==> src/rtl/irq_eval_pkg.sv <==
package irq_eval_pkg;

  typedef struct packed {
    logic enable;
    logic exc_level;
    logic err_level;
    logic exempt;
    logic debug;
  } irq_gate_t;

endpackage

==> src/rtl/irq_gate_ctl.sv <==
module irq_gate_ctl
  import irq_eval_pkg::*;
(
  input  irq_gate_t gate,
  output logic      allow
);

  always_comb begin
    allow = gate.enable;
    if (gate.exc_level || gate.err_level) allow = 1'b0;
    if (gate.exempt || gate.debug)        allow = 1'b0;
  end

endmodule

==> src/rtl/irq_line_match.sv <==
module irq_line_match #(
  parameter int LINE_W = 8
) (
  input  logic [LINE_W-1:0] pend,
  input  logic [LINE_W-1:0] mask,
  output logic              hit
);

  logic [LINE_W-1:0] live;

  for (genvar i = 0; i < LINE_W; i++) begin : g_line
    assign live[i] = pend[i] & mask[i];
  end

  assign hit = |live;

endmodule

==> src/rtl/irq_level_cmp.sv <==
module irq_level_cmp #(
  parameter int LINE_W = 8
) (
  input  logic [LINE_W-1:0] level,
  input  logic [LINE_W-1:0] thresh,
  output logic              hit
);

  assign hit = (level > thresh);

endmodule

==> src/rtl/irq_req_eval.sv <==
module irq_req_eval
  import irq_eval_pkg::*;
#(
  parameter int REG_W     = 32,
  parameter int LINE_W    = 8,
  parameter int FIELD_LSB = 8,
  parameter int EN_BIT    = 0,
  parameter int EXL_BIT   = 1,
  parameter int ERL_BIT   = 2
) (
  input  logic             clk,
  input  logic             rst,
  input  logic [REG_W-1:0] status_word,
  input  logic [REG_W-1:0] cause_word,
  input  logic             thread_exempt,
  input  logic             debug_mode,
  input  logic             ext_ctrl_mode,
  output logic             irq_req,
  output logic             irq_req_q
);

  localparam int FIELD_MSB = FIELD_LSB + LINE_W - 1;

  irq_gate_t         gate;
  logic              allow;
  logic [LINE_W-1:0] pend_f;
  logic [LINE_W-1:0] mask_f;
  logic              line_hit;
  logic              lvl_hit;
  logic              unused_parity;

  assign gate.enable    = status_word[EN_BIT];
  assign gate.exc_level = status_word[EXL_BIT];
  assign gate.err_level = status_word[ERL_BIT];
  assign gate.exempt    = thread_exempt;
  assign gate.debug     = debug_mode;

  assign pend_f = cause_word[FIELD_MSB:FIELD_LSB];
  assign mask_f = status_word[FIELD_MSB:FIELD_LSB];
  assign unused_parity = ^{status_word, cause_word};

  irq_gate_ctl u_gate (
    .gate  (gate),
    .allow (allow)
  );

  irq_line_match #(.LINE_W(LINE_W)) u_line (
    .pend (pend_f),
    .mask (mask_f),
    .hit  (line_hit)
  );

  irq_level_cmp #(.LINE_W(LINE_W)) u_lvl (
    .level  (pend_f),
    .thresh (mask_f),
    .hit    (lvl_hit)
  );

  assign irq_req = allow & (ext_ctrl_mode ? lvl_hit : line_hit);

  always_ff @(posedge clk) begin
    if (rst) irq_req_q <= 1'b0;
    else     irq_req_q <= irq_req;
  end

  a_r1_enable_off: assert property (@(posedge clk) disable iff (rst)
    !status_word[EN_BIT] |-> !irq_req);
  a_r2_exc_level: assert property (@(posedge clk) disable iff (rst)
    status_word[EXL_BIT] |-> !irq_req);
  a_r3_err_level: assert property (@(posedge clk) disable iff (rst)
    status_word[ERL_BIT] |-> !irq_req);
  a_r4_exempt: assert property (@(posedge clk) disable iff (rst)
    thread_exempt |-> !irq_req);
  a_r5_debug: assert property (@(posedge clk) disable iff (rst)
    debug_mode |-> !irq_req);
  a_r6_line_source: assert property (@(posedge clk) disable iff (rst)
    (!ext_ctrl_mode && irq_req) |-> ((pend_f & mask_f) != '0));
  a_r7_level_above: assert property (@(posedge clk) disable iff (rst)
    (ext_ctrl_mode && irq_req) |-> (pend_f > mask_f));
  a_r8_zero_level: assert property (@(posedge clk) disable iff (rst)
    (ext_ctrl_mode && pend_f == '0) |-> !irq_req);
  a_r10_reg_follow: assert property (@(posedge clk) disable iff (rst)
    1'b1 |=> (irq_req_q == $past(irq_req)));

endmodule

==> config.mk <==
export PLATFORM = sky130hd
export DESIGN_NAME = irq_req_eval
export DESIGN_NICKNAME = d
export VERILOG_FILES = /design/src/rtl/irq_eval_pkg.sv /design/src/rtl/irq_gate_ctl.sv /design/src/rtl/irq_line_match.sv /design/src/rtl/irq_level_cmp.sv /design/src/rtl/irq_req_eval.sv
export SDC_FILE = /design/constraint.sdc
export NUM_CORES = 1
export LEC_CHECK = 0
export BUFFER_PORTS_ARGS = -buffer_cell sky130_fd_sc_hd__clkbuf_2
export CAP_MARGIN = 20
export CORE_ASPECT_RATIO = 1.1
export CORE_MARGIN = 3
export CORE_UTILIZATION = 25
export DETAILED_ROUTE_END_ITERATION = 10
export PLACE_DENSITY = 0.77
export SYNTH_ARGS = -nofsm -noshare
export SYNTH_HDL_FRONTEND = slang
export SYNTH_SLANG_ARGS = --single-unit
==> constraint.sdc <==
create_clock -name clk -period 2.69 [get_ports clk]
set_input_delay 0.807 -clock clk [delete_from_list [all_inputs] [get_ports clk]]
set_output_delay 0.807 -clock clk [all_outputs]
set_load 0.02 [all_outputs]
==> metrics.md, run 1 <==
| Metric | Value |
|---|---|
| Antenna violations before repair | `0` |
| Type of the worst min-delay path | `input port to flip-flop` |
| CP Capture Type | `primary output` |
| Critical-path cell list | `clkbuf_2, inv_2, ha_4, nor2b_4, o211a_1, o21ai_2, a21oi_1, buf_4` |
| Critical Path RT | `1.88 ns` |
| CP Class | `input port to primary output` |
| Number of cell rows | `14` |
| Least-Margin Pin Slew | `0.2031 ns` |
| Top_reg_cell synth | `dfxtp_1` |
| Placed Area | `626.9 µm²` |
| PwrDens | `149.8 mW/mm²` |
| Yosys reg bits | `1` |
| Mapped cell area | `391.6 µm²` |
| Total Die Area | `0.002078 mm²` |
| Initial cell density of the core | `27.60%` |
| EDFF count, synth | `0` |
| Max stage delay on crit path | `0.22 ns` |
| WHS | `0.9935 ns` |
| Peak VDD IR | `0.00006693 V` |
| Ys async rst share | `0%` |
| Layout cell share with drive strength beyond 1 | `73.81%` |
| Outcome | `completed` |
| CTS clk-pin slew, worst paths | `0 ns` |
| I/O pins | `71` |
| HPWL Detailed | `942.2 µm` |
| Area delta synth->final | `102.2%` |
| Post-synth cell types | `18` |
| Max FFs per register | `1` |
| Inst Count DP | `98` |
| Setup violations, final | `0` |
| Top post-synthesis cells by area | `ha_1, inv_1, and4_4, dfxtp_1, a21oi_1` |
| Synth Warn # | `0` |
| Nets | `171` |
| Overflow left after global routing | `0` |
| Drc violations | `0` |
| Die Y | `47.51 µm` |
| Fill count | `131` |
| Number of global-route vias before repair | `461` |
| Port bufs | `25` |
| Biggest regs | `irq_req_q (1)` |
| 1st-iter DRT viols | `1` |
| Hold-fix buffers, CTS | `0` |
| Footprint of the multi-input gates | `465.4 µm²` |
| Final WL | `1.157 mm` |
| Pre-CTS WS | `-0.1076 ns` |
| Mean area per synthesized cell | `8.703 µm²` |
| Synth area leader | `ha_1` |
| Peak Freq | `0.3727 GHz` |
| Crit path DAT | `1.88 ns` |
| Most flops, register | `irq_req_q` |
| Wire per inst | `11.57 µm` |
| Slew HR | `86.36%` |
| Startpoint types | `input port` |
| RSZ-0062 raised after global routing | `true` |
| Crit path max fanout | `2` |
| Register area share after synthesis | `5.112%` |
| Total power | `0.0001187 W` |
| Setup ws final | `0.006867 ns` |
| Reg area | `20.02 µm²` |
| Die width | `43.74 µm` |
| Via density | `4.690` |
| DR pass1 iterations | `4` |
| Final hold violation count | `0` |
| Antenna-violating nets left | `0` |
| Top cells by count, synth | `ha_1, inv_1, a21oi_1, nand3_1, and4_4` |
| Final period util | `99.74%` |
| Gpl congestion | `0.6192` |
| GRT Util Overall | `11.25%` |
| Leakage Power | `0.4112 nW` |
| Final instance area | `792.0 µm²` |
| Final worst path period need | `2.683 ns` |
| Final Max Tran Viols | `0` |
| Via count | `469` |
| Synth Instances | `45` |
| CP max stage cell | `o211a_1` |
| Largest net degree at the start of global routing | `4` |
| Layout Cells excl Fill | `100` |
| Global-route wire length before repair | `1.842 mm` |
| Max Cap Violations | `0` |
| Count leader, synth | `ha_1` |
| Core box area | `0.001419 mm²` |
| Syn_nets | `130` |
| Share of the synthesized area in the top cell type | `51.12%` |
| # diodes | `0` |
-- metal layers --
layer / global-route usage (%) / up-vias / part of all wire, %
li1: - / 237 / -
met1: 13.41 / 212 / 37
met2: 23.55 / 20 / 56
met3: 0.3759 / 0 / 7.3
met4: 0 / 0 / 0
met5: 0 / - / 0
-- power by group --
part,switching (W),leakage [nW],internal (W)
clock network,0,0,0
registers,0.0000000241,0.00806,0.0000153
logic,0.0000434,0.403,0.0000599
total,0.0000435,0.411,0.0000752
-- through the flow --
step	setup TNS [ns]	util, %
final	0	55.82
after detailed placement	-0.1076	44.18
after floorplan	0	-
after CTS	0	51.68
after global routing	-0.04466	55.82
after global placement	-0.05971	44.18
-- path summary, 6_finish.rpt --
path                  cells after the start           start        end
worst max-delay path                      8  status_word[9]    irq_req
worst min-delay path                      2             rst  irq_req_q
-- cell usage in the layout, fill, tap and decap left out, types with 2 or more instances in the layout --
master    count
nand3_1       2
buf_4        13
a21oi_1       2
inv_1         2
inv_2         6
clkbuf_2     22
buf_6         3
and4_4        2
ha_4          7
ha_1          9
-- worst max-delay path: cells and delay by family --
family / cells / cell delay (ns)
adder cells (fa/ha/maj): 1 / 0.19
buffers and inverters: 3 / 0.33
AND/OR/NAND/NOR: 1 / 0.12
AO/OA/AOI/OAI: 3 / 0.44
-- area by class of cell --
cell class	instances	area share, %
inverter	8	3.791
timing repair buffer	39	32.39
multi-input combinational	36	58.77
tap	16	2.528
sequential	1	2.528
-- cell families (layout without fill, tap and decap cells) --
logic type | after synthesis | after routing | share of synthesized area, %
AO/OA/AOI/OAI | 7 | 7 | 13.74
adder cells (fa/ha/maj) | 16 | 16 | 51.12
buffers and inverters | 8 | 47 | 7.668
flip-flops | 1 | 1 | 5.112
AND/OR/NAND/NOR | 13 | 13 | 22.36
-- what timing repair did --
action                     CTS  global route
pin swaps                    8             5
setup endpoints to repair    1             1
buffers inserted             2             0
gates resized for setup     11            19
Power figures use the tool's default switching activity.
==> run 2, diff against run 1 <==
--- a/config.mk
+++ b/config.mk
@@ -11,7 +11,7 @@
 export CORE_MARGIN = 3
 export CORE_UTILIZATION = 25
 export DETAILED_ROUTE_END_ITERATION = 10
-export PLACE_DENSITY = 0.77
+export PLACE_DENSITY = 0.84
 export SYNTH_ARGS = -nofsm -noshare
 export SYNTH_HDL_FRONTEND = slang
 export SYNTH_SLANG_ARGS = --single-unit
==> run 2 against run 1 <==
  * Largest power group unchanged
  * Die area unchanged
  * Sequential cell count unchanged
  * Via count decreased by 3.6%
  * The run now ends with negative setup slack left
  * Largest cell class unchanged
==> metrics.md, run 2 (same netlist as run 1, synthesis figures left out) <==
| Metric | Value |
|---|---|
| Total Die Area | `0.002078 mm² (unchanged)` |
| CTS clk-pin slew, worst paths | `0 ns (unchanged)` |
| Via count | `452 (-3.6%)` |
| Worst Min Path Start | `rst` |
| Max FFs per register | `1 (unchanged)` |
| CP Class | `input port to primary output` |
| HPWL Detailed | `866.8 µm (-8.0%)` |
| Commonest non-fill, non-tap cell in the layout | `clkbuf_2` |
| Global-route wire length before repair | `1.559 mm (-15%)` |
| Final hold violation count | `0 (unchanged)` |
| RSZ-0062 raised after global routing | `true` |
| Setup ws final | `-0.003080 ns (-0.009947 ns)` |
| Hold depth | `2 (unchanged)` |
| Least-Margin Pin Slew | `0.2154 ns (+0.01228 ns)` |
| DR pass1 iterations | `1 (-3)` |
| Final worst path period need | `2.693 ns (+0.009947 ns)` |
| Final WL | `1.030 mm (-11%)` |
| Largest net degree at the start of global routing | `4 (unchanged)` |
| Number of global-route vias before repair | `426 (-7.6%)` |
| Layout cell share with drive strength beyond 1 | `69.14% (-4.7 points)` |
| Max Cap Violations | `0 (unchanged)` |
| Via density | `4.660 (-0.64%)` |
| Antenna-violating nets left | `0 (unchanged)` |
| Most frequent cells in the layout | `clkbuf_2, buf_4, ha_1` |
| Port bufs | `25 (unchanged)` |
| Slew HR | `85.53% (-0.82 points)` |
| CP Capture Type | `primary output` |
| Die width | `43.74 µm (unchanged)` |
| Reg area | `20.02 µm² (unchanged)` |
| # diodes | `0 (unchanged)` |
| Die Y | `47.51 µm (unchanged)` |
| Pre-CTS WS | `-0.09891 ns (+0.008686 ns)` |
| Footprint of the multi-input gates | `456.7 µm² (-1.9%)` |
| Critical-path cell list | `buf_8, inv_4, ha_4, nor2b_1, o211a_1, o21ai_2, a21oi_2, buf_6` |
| Peak Freq | `0.3713 GHz (-0.37%)` |
| Peak VDD IR | `0.00007100 V (+6.1%)` |
| Gpl congestion | `0.7409 (+20%)` |
| Setup TNS | `-0.003080 ns (-0.003080 ns)` |
| Setup violations, final | `1 (+1)` |
| Failing checks | `negative setup slack` |
| Hold-fix buffers, CTS | `0 (unchanged)` |
| Crit path max fanout | `2 (unchanged)` |
| Area delta synth->final | `95.53%` |
| Fill count | `128 (-2.3%)` |
| Final Max Tran Viols | `0 (unchanged)` |
| Antenna violations before repair | `0 (unchanged)` |
| Type of the worst min-delay path | `input port to flip-flop` |
| Initial cell density of the core | `27.60% (unchanged)` |
| Nets | `168 (-1.8%)` |
| Worst Hold End | `irq_req_q` |
| Startpoint types | `input port` |
| I/O pins | `71 (unchanged)` |
| Leakage Power | `0.3935 nW (-4.3%)` |
| Most flops, register | `irq_req_q` |
| Drc violations | `0 (unchanged)` |
| PwrDens | `142.6 mW/mm² (-4.8%)` |
| Number of cell rows | `14 (unchanged)` |
| CP max stage cell | `o211a_1` |
| Wire per inst | `10.62 µm (-8.2%)` |
| Final period util | `100.1% (+0.37 points)` |
| Crit path DAT | `1.89 ns (about the same)` |
| Overflow left after global routing | `0 (unchanged)` |
| Core box area | `0.001419 mm² (unchanged)` |
| Outcome | `complete, but fails checks` |
| Biggest regs | `irq_req_q (1)` |
| Max stage delay on crit path | `0.23 ns (about the same)` |
| Critical Path RT | `1.88 ns (about the same)` |
| GRT Util Overall | `9.220% (-2.0 points)` |
| 1st-iter DRT viols | `0 (-1)` |
[run 2: final cells by class]
type,count,area share (%)
Multi-Input combinational cell,36,59.64
Timing Repair Buffer,36,30.88
Inverter,8,4.248
Sequential cell,1,2.614
Tap cell,16,2.614
[run 2: worst max-delay path: cells and delay by family]
family / cells / cell delay (ns)
buffers and inverters: 3 / 0.28
adder cells (fa/ha/maj): 1 / 0.19
AO/OA/AOI/OAI: 3 / 0.48
AND/OR/NAND/NOR: 1 / 0.12
[run 2: per-stage QoR]
step	cell area, µm²	util (%)	power [W]	hold slack (ns)	cells
finish	765.7	53.97	0.0001092	0.9808	97
global route	765.7	53.97	0.0001221	0.9947	97
CTS	634.4	44.71	0.00008745	0.9829	97
detailed placement	604.3	42.59	0.00008359	0.9829	95
global placement	604.3	42.59	0.00008076	0.9782	95
floorplan	391.6	-	0.00004512	0.8800	45
[run 2: layer usage]
layer / share of wire [%] / track usage [%] / vias to the layer above
met5: 0 / 0 / -
met4: 0 / 0 / 0
met3: 5.3 / 0 / 0
met2: 58 / 20.06 / 13
met1: 36 / 10.60 / 209
li1: - / - / 230
[run 2: timing repair]
item	CTS	global route
setup endpoints to repair	1	1
gates resized for setup	2	28
pin swaps	5	10
buffers inserted	2	0
[run 2: where the power goes]
part | switching, W | internal [W] | leakage (nW)
clock | 0 | 0 | 0
sequential | 0.0000000399 | 0.0000153 | 0.00806
combinational | 0.0000400 | 0.0000539 | 0.385
[run 2: worst max path at each step]
stage | from | endpoint | cells past startpoint
after floorplan | status_word[11] | irq_req | 6
after global placement | status_word[9] | irq_req | 8
after detailed placement | status_word[9] | irq_req | 8
after CTS | status_word[9] | irq_req | 8
after global routing | status_word[9] | irq_req | 8
final | status_word[9] | irq_req | 8
==> run 3, diff against run 2 <==
--- a/config.mk
+++ b/config.mk
@@ -7,7 +7,6 @@
 export LEC_CHECK = 0
 export BUFFER_PORTS_ARGS = -buffer_cell sky130_fd_sc_hd__clkbuf_2
 export CAP_MARGIN = 20
-export CORE_ASPECT_RATIO = 1.1
 export CORE_MARGIN = 3
 export CORE_UTILIZATION = 25
 export DETAILED_ROUTE_END_ITERATION = 10
==> run 3 against run 2 <==
  * The run now ends clean
  * Largest power group unchanged
  * Power up 10%
  * Final area increased by 12%
  * Sequential cell count unchanged
  * Highest routed layer is now met4
  * Global-route usage up 3.0 points
  * Via count increased by 7.3%
  * Utilization grew 8.3 points
  * First-iteration DRC count is the same
  * Routed wire length up 22%
  * Sequential share of layout area shrank 0.29 points
  * Die area hardly changed
  * Maximum frequency up 0.24%
  * Sequential power hardly changed
==> metrics.md, run 3 (same netlist as run 1, synthesis figures left out) <==
| Metric | Value |
|---|---|
| Outcome | `completed` |
| GRT Util Overall | `12.19% (+3.0 points)` |
| Pre-CTS WS | `-0.09351 ns (+0.005404 ns)` |
| Final instance area | `860.8 µm² (+12%)` |
| Biggest regs | `irq_req_q (1)` |
| Nets | `174 (+3.6%)` |
| CTS clk-pin slew, worst paths | `0 ns (unchanged)` |
| Hold-fix buffers, CTS | `0 (unchanged)` |
| CP Capture Type | `primary output` |
| Most flops, register | `irq_req_q` |
| Placed Area | `603.1 µm² (-0.21%)` |
| Leakage Power | `0.4150 nW (+5.5%)` |
| Via density | `4.755 (+2.0%)` |
| Crit path DAT | `1.88 ns (about the same)` |
| Most frequent cells in the layout | `buf_4, clkbuf_2, ha_4` |
| Drc violations | `0 (unchanged)` |
| Max FFs per register | `1 (unchanged)` |
| Wire per inst | `12.34 µm (+16%)` |
| Crit path max fanout | `2 (unchanged)` |
| Startpoint types | `input port` |
| Global-route wire length before repair | `1.897 mm (+22%)` |
| DR pass1 iterations | `1 (unchanged)` |
| Final worst path period need | `2.687 ns (-0.006333 ns)` |
| Die width | `45.58 µm (+4.2%)` |
| Peak Freq | `0.3722 GHz (+0.24%)` |
| Total Die Area | `0.002078 mm² (about the same)` |
| 1st-iter DRT viols | `0 (unchanged)` |
| Core box area | `0.001383 mm² (-2.6%)` |
| Antenna-violating nets left | `0 (unchanged)` |
| Largest net degree at the start of global routing | `4 (unchanged)` |
| I/O pins | `71 (unchanged)` |
| Number of global-route vias before repair | `509 (+19%)` |
| # diodes | `0 (unchanged)` |
| Setup ws final | `0.003253 ns (+0.006333 ns)` |
| Peak VDD IR | `0.00008045 V (+13%)` |
| PwrDens | `140.0 mW/mm² (-1.8%)` |
| Antenna violations before repair | `0 (unchanged)` |
| Final Max Tran Viols | `0 (unchanged)` |
| Setup violations, final | `0 (-1)` |
| Commonest non-fill, non-tap cell in the layout | `buf_4` |
| Final hold violation count | `0 (unchanged)` |
| RSZ-0062 raised after global routing | `true` |
| Layout cell share with drive strength beyond 1 | `80.46% (+11 points)` |
| Via count | `485 (+7.3%)` |
| Critical Path RT | `1.88 ns (about the same)` |
| Gpl congestion | `0.7884 (+6.4%)` |
| Area delta synth->final | `119.8%` |
| Number of cell rows | `13 (-1)` |
| Max Cap Violations | `0 (unchanged)` |
| Initial cell density of the core | `28.33% (+0.72 points)` |
| Slew HR | `85.57% (about the same)` |
| CP Class | `input port to primary output` |
| Overflow left after global routing | `0 (unchanged)` |
| Type of the worst min-delay path | `input port to flip-flop` |
| Port bufs | `25 (unchanged)` |
| Least-Margin Pin Slew | `0.2149 ns (-0.0005291 ns)` |
| Final WL | `1.259 mm (+22%)` |
| Die Y | `45.58 µm (-4.1%)` |
| Final period util | `99.88% (-0.24 points)` |
| HPWL Detailed | `902.6 µm (+4.1%)` |
[run 3: cell types whose count changed in the layout (fill, tap and decap cells not counted), sizes merged]
cell	delta
buf	+13
clkbuf	-7
[run 3: timing repair]
action / CTS / global route
pin swaps: 11 / 16
resized for setup: 14 / 32
buffers inserted: 9 / 1
setup endpoints to repair: 1 / 2
[run 3: path summary, 6_finish.rpt]
check      startpoint         to  cells past startpoint
min               rst  irq_req_q                      2
max    cause_word[13]    irq_req                      7
[run 3: power by group]
group | leakage, nW | switching [W] | internal [W]
clock network | 0 | 0 | 0
logic | 0.407 | 0.0000439 | 0.0000614
registers | 0.00806 | 0.0000000397 | 0.0000153
total | 0.415 | 0.0000439 | 0.0000766
[run 3: per-stage QoR]
stage	std cells	TNS (ns)	power, W	hold slack (ns)	util [%]
floorplan	45	0	0.00004512	0.8800	-
global route	102	-0.03960	0.0001335	0.9839	62.26
global placement	94	-0.06467	0.00008052	0.9777	43.62
CTS	103	-0.05387	0.0001058	0.9831	56.74
detailed placement	94	-0.09351	0.00008402	0.9831	43.62
finish	102	0	0.0001206	0.9753	62.26
[run 3: final cells by class]
cell class	count	area (µm²)
Fill cell	120	521.8
Tap cell	15	18.77
Sequential cell	1	20.02
Timing Repair Buffer	42	295.3
Inverter	8	40.04
Multi-Input combinational cell	36	486.7
[run 3: layer usage]
| metal | vias to the layer above | track usage (%) | routed length (µm) |
|---|---|---|---|
| met1 | 225 | 12.12 | 427 |
| met3 | 2 | 0 | 44 |
| met5 | - | 0 | 0 |
| met4 | 0 | 2.339 | 25 |
| li1 | 244 | - | - |
| met2 | 14 | 26.74 | 762 |
[run 3: worst max-delay path, cell delays in order]
cell and delay, ns:
buf_2 0.12, ha_4 0.26, and4_4 0.23, buf_4 0.11
o21ai_2 0.05, a21oi_1 0.14, buf_4 0.16
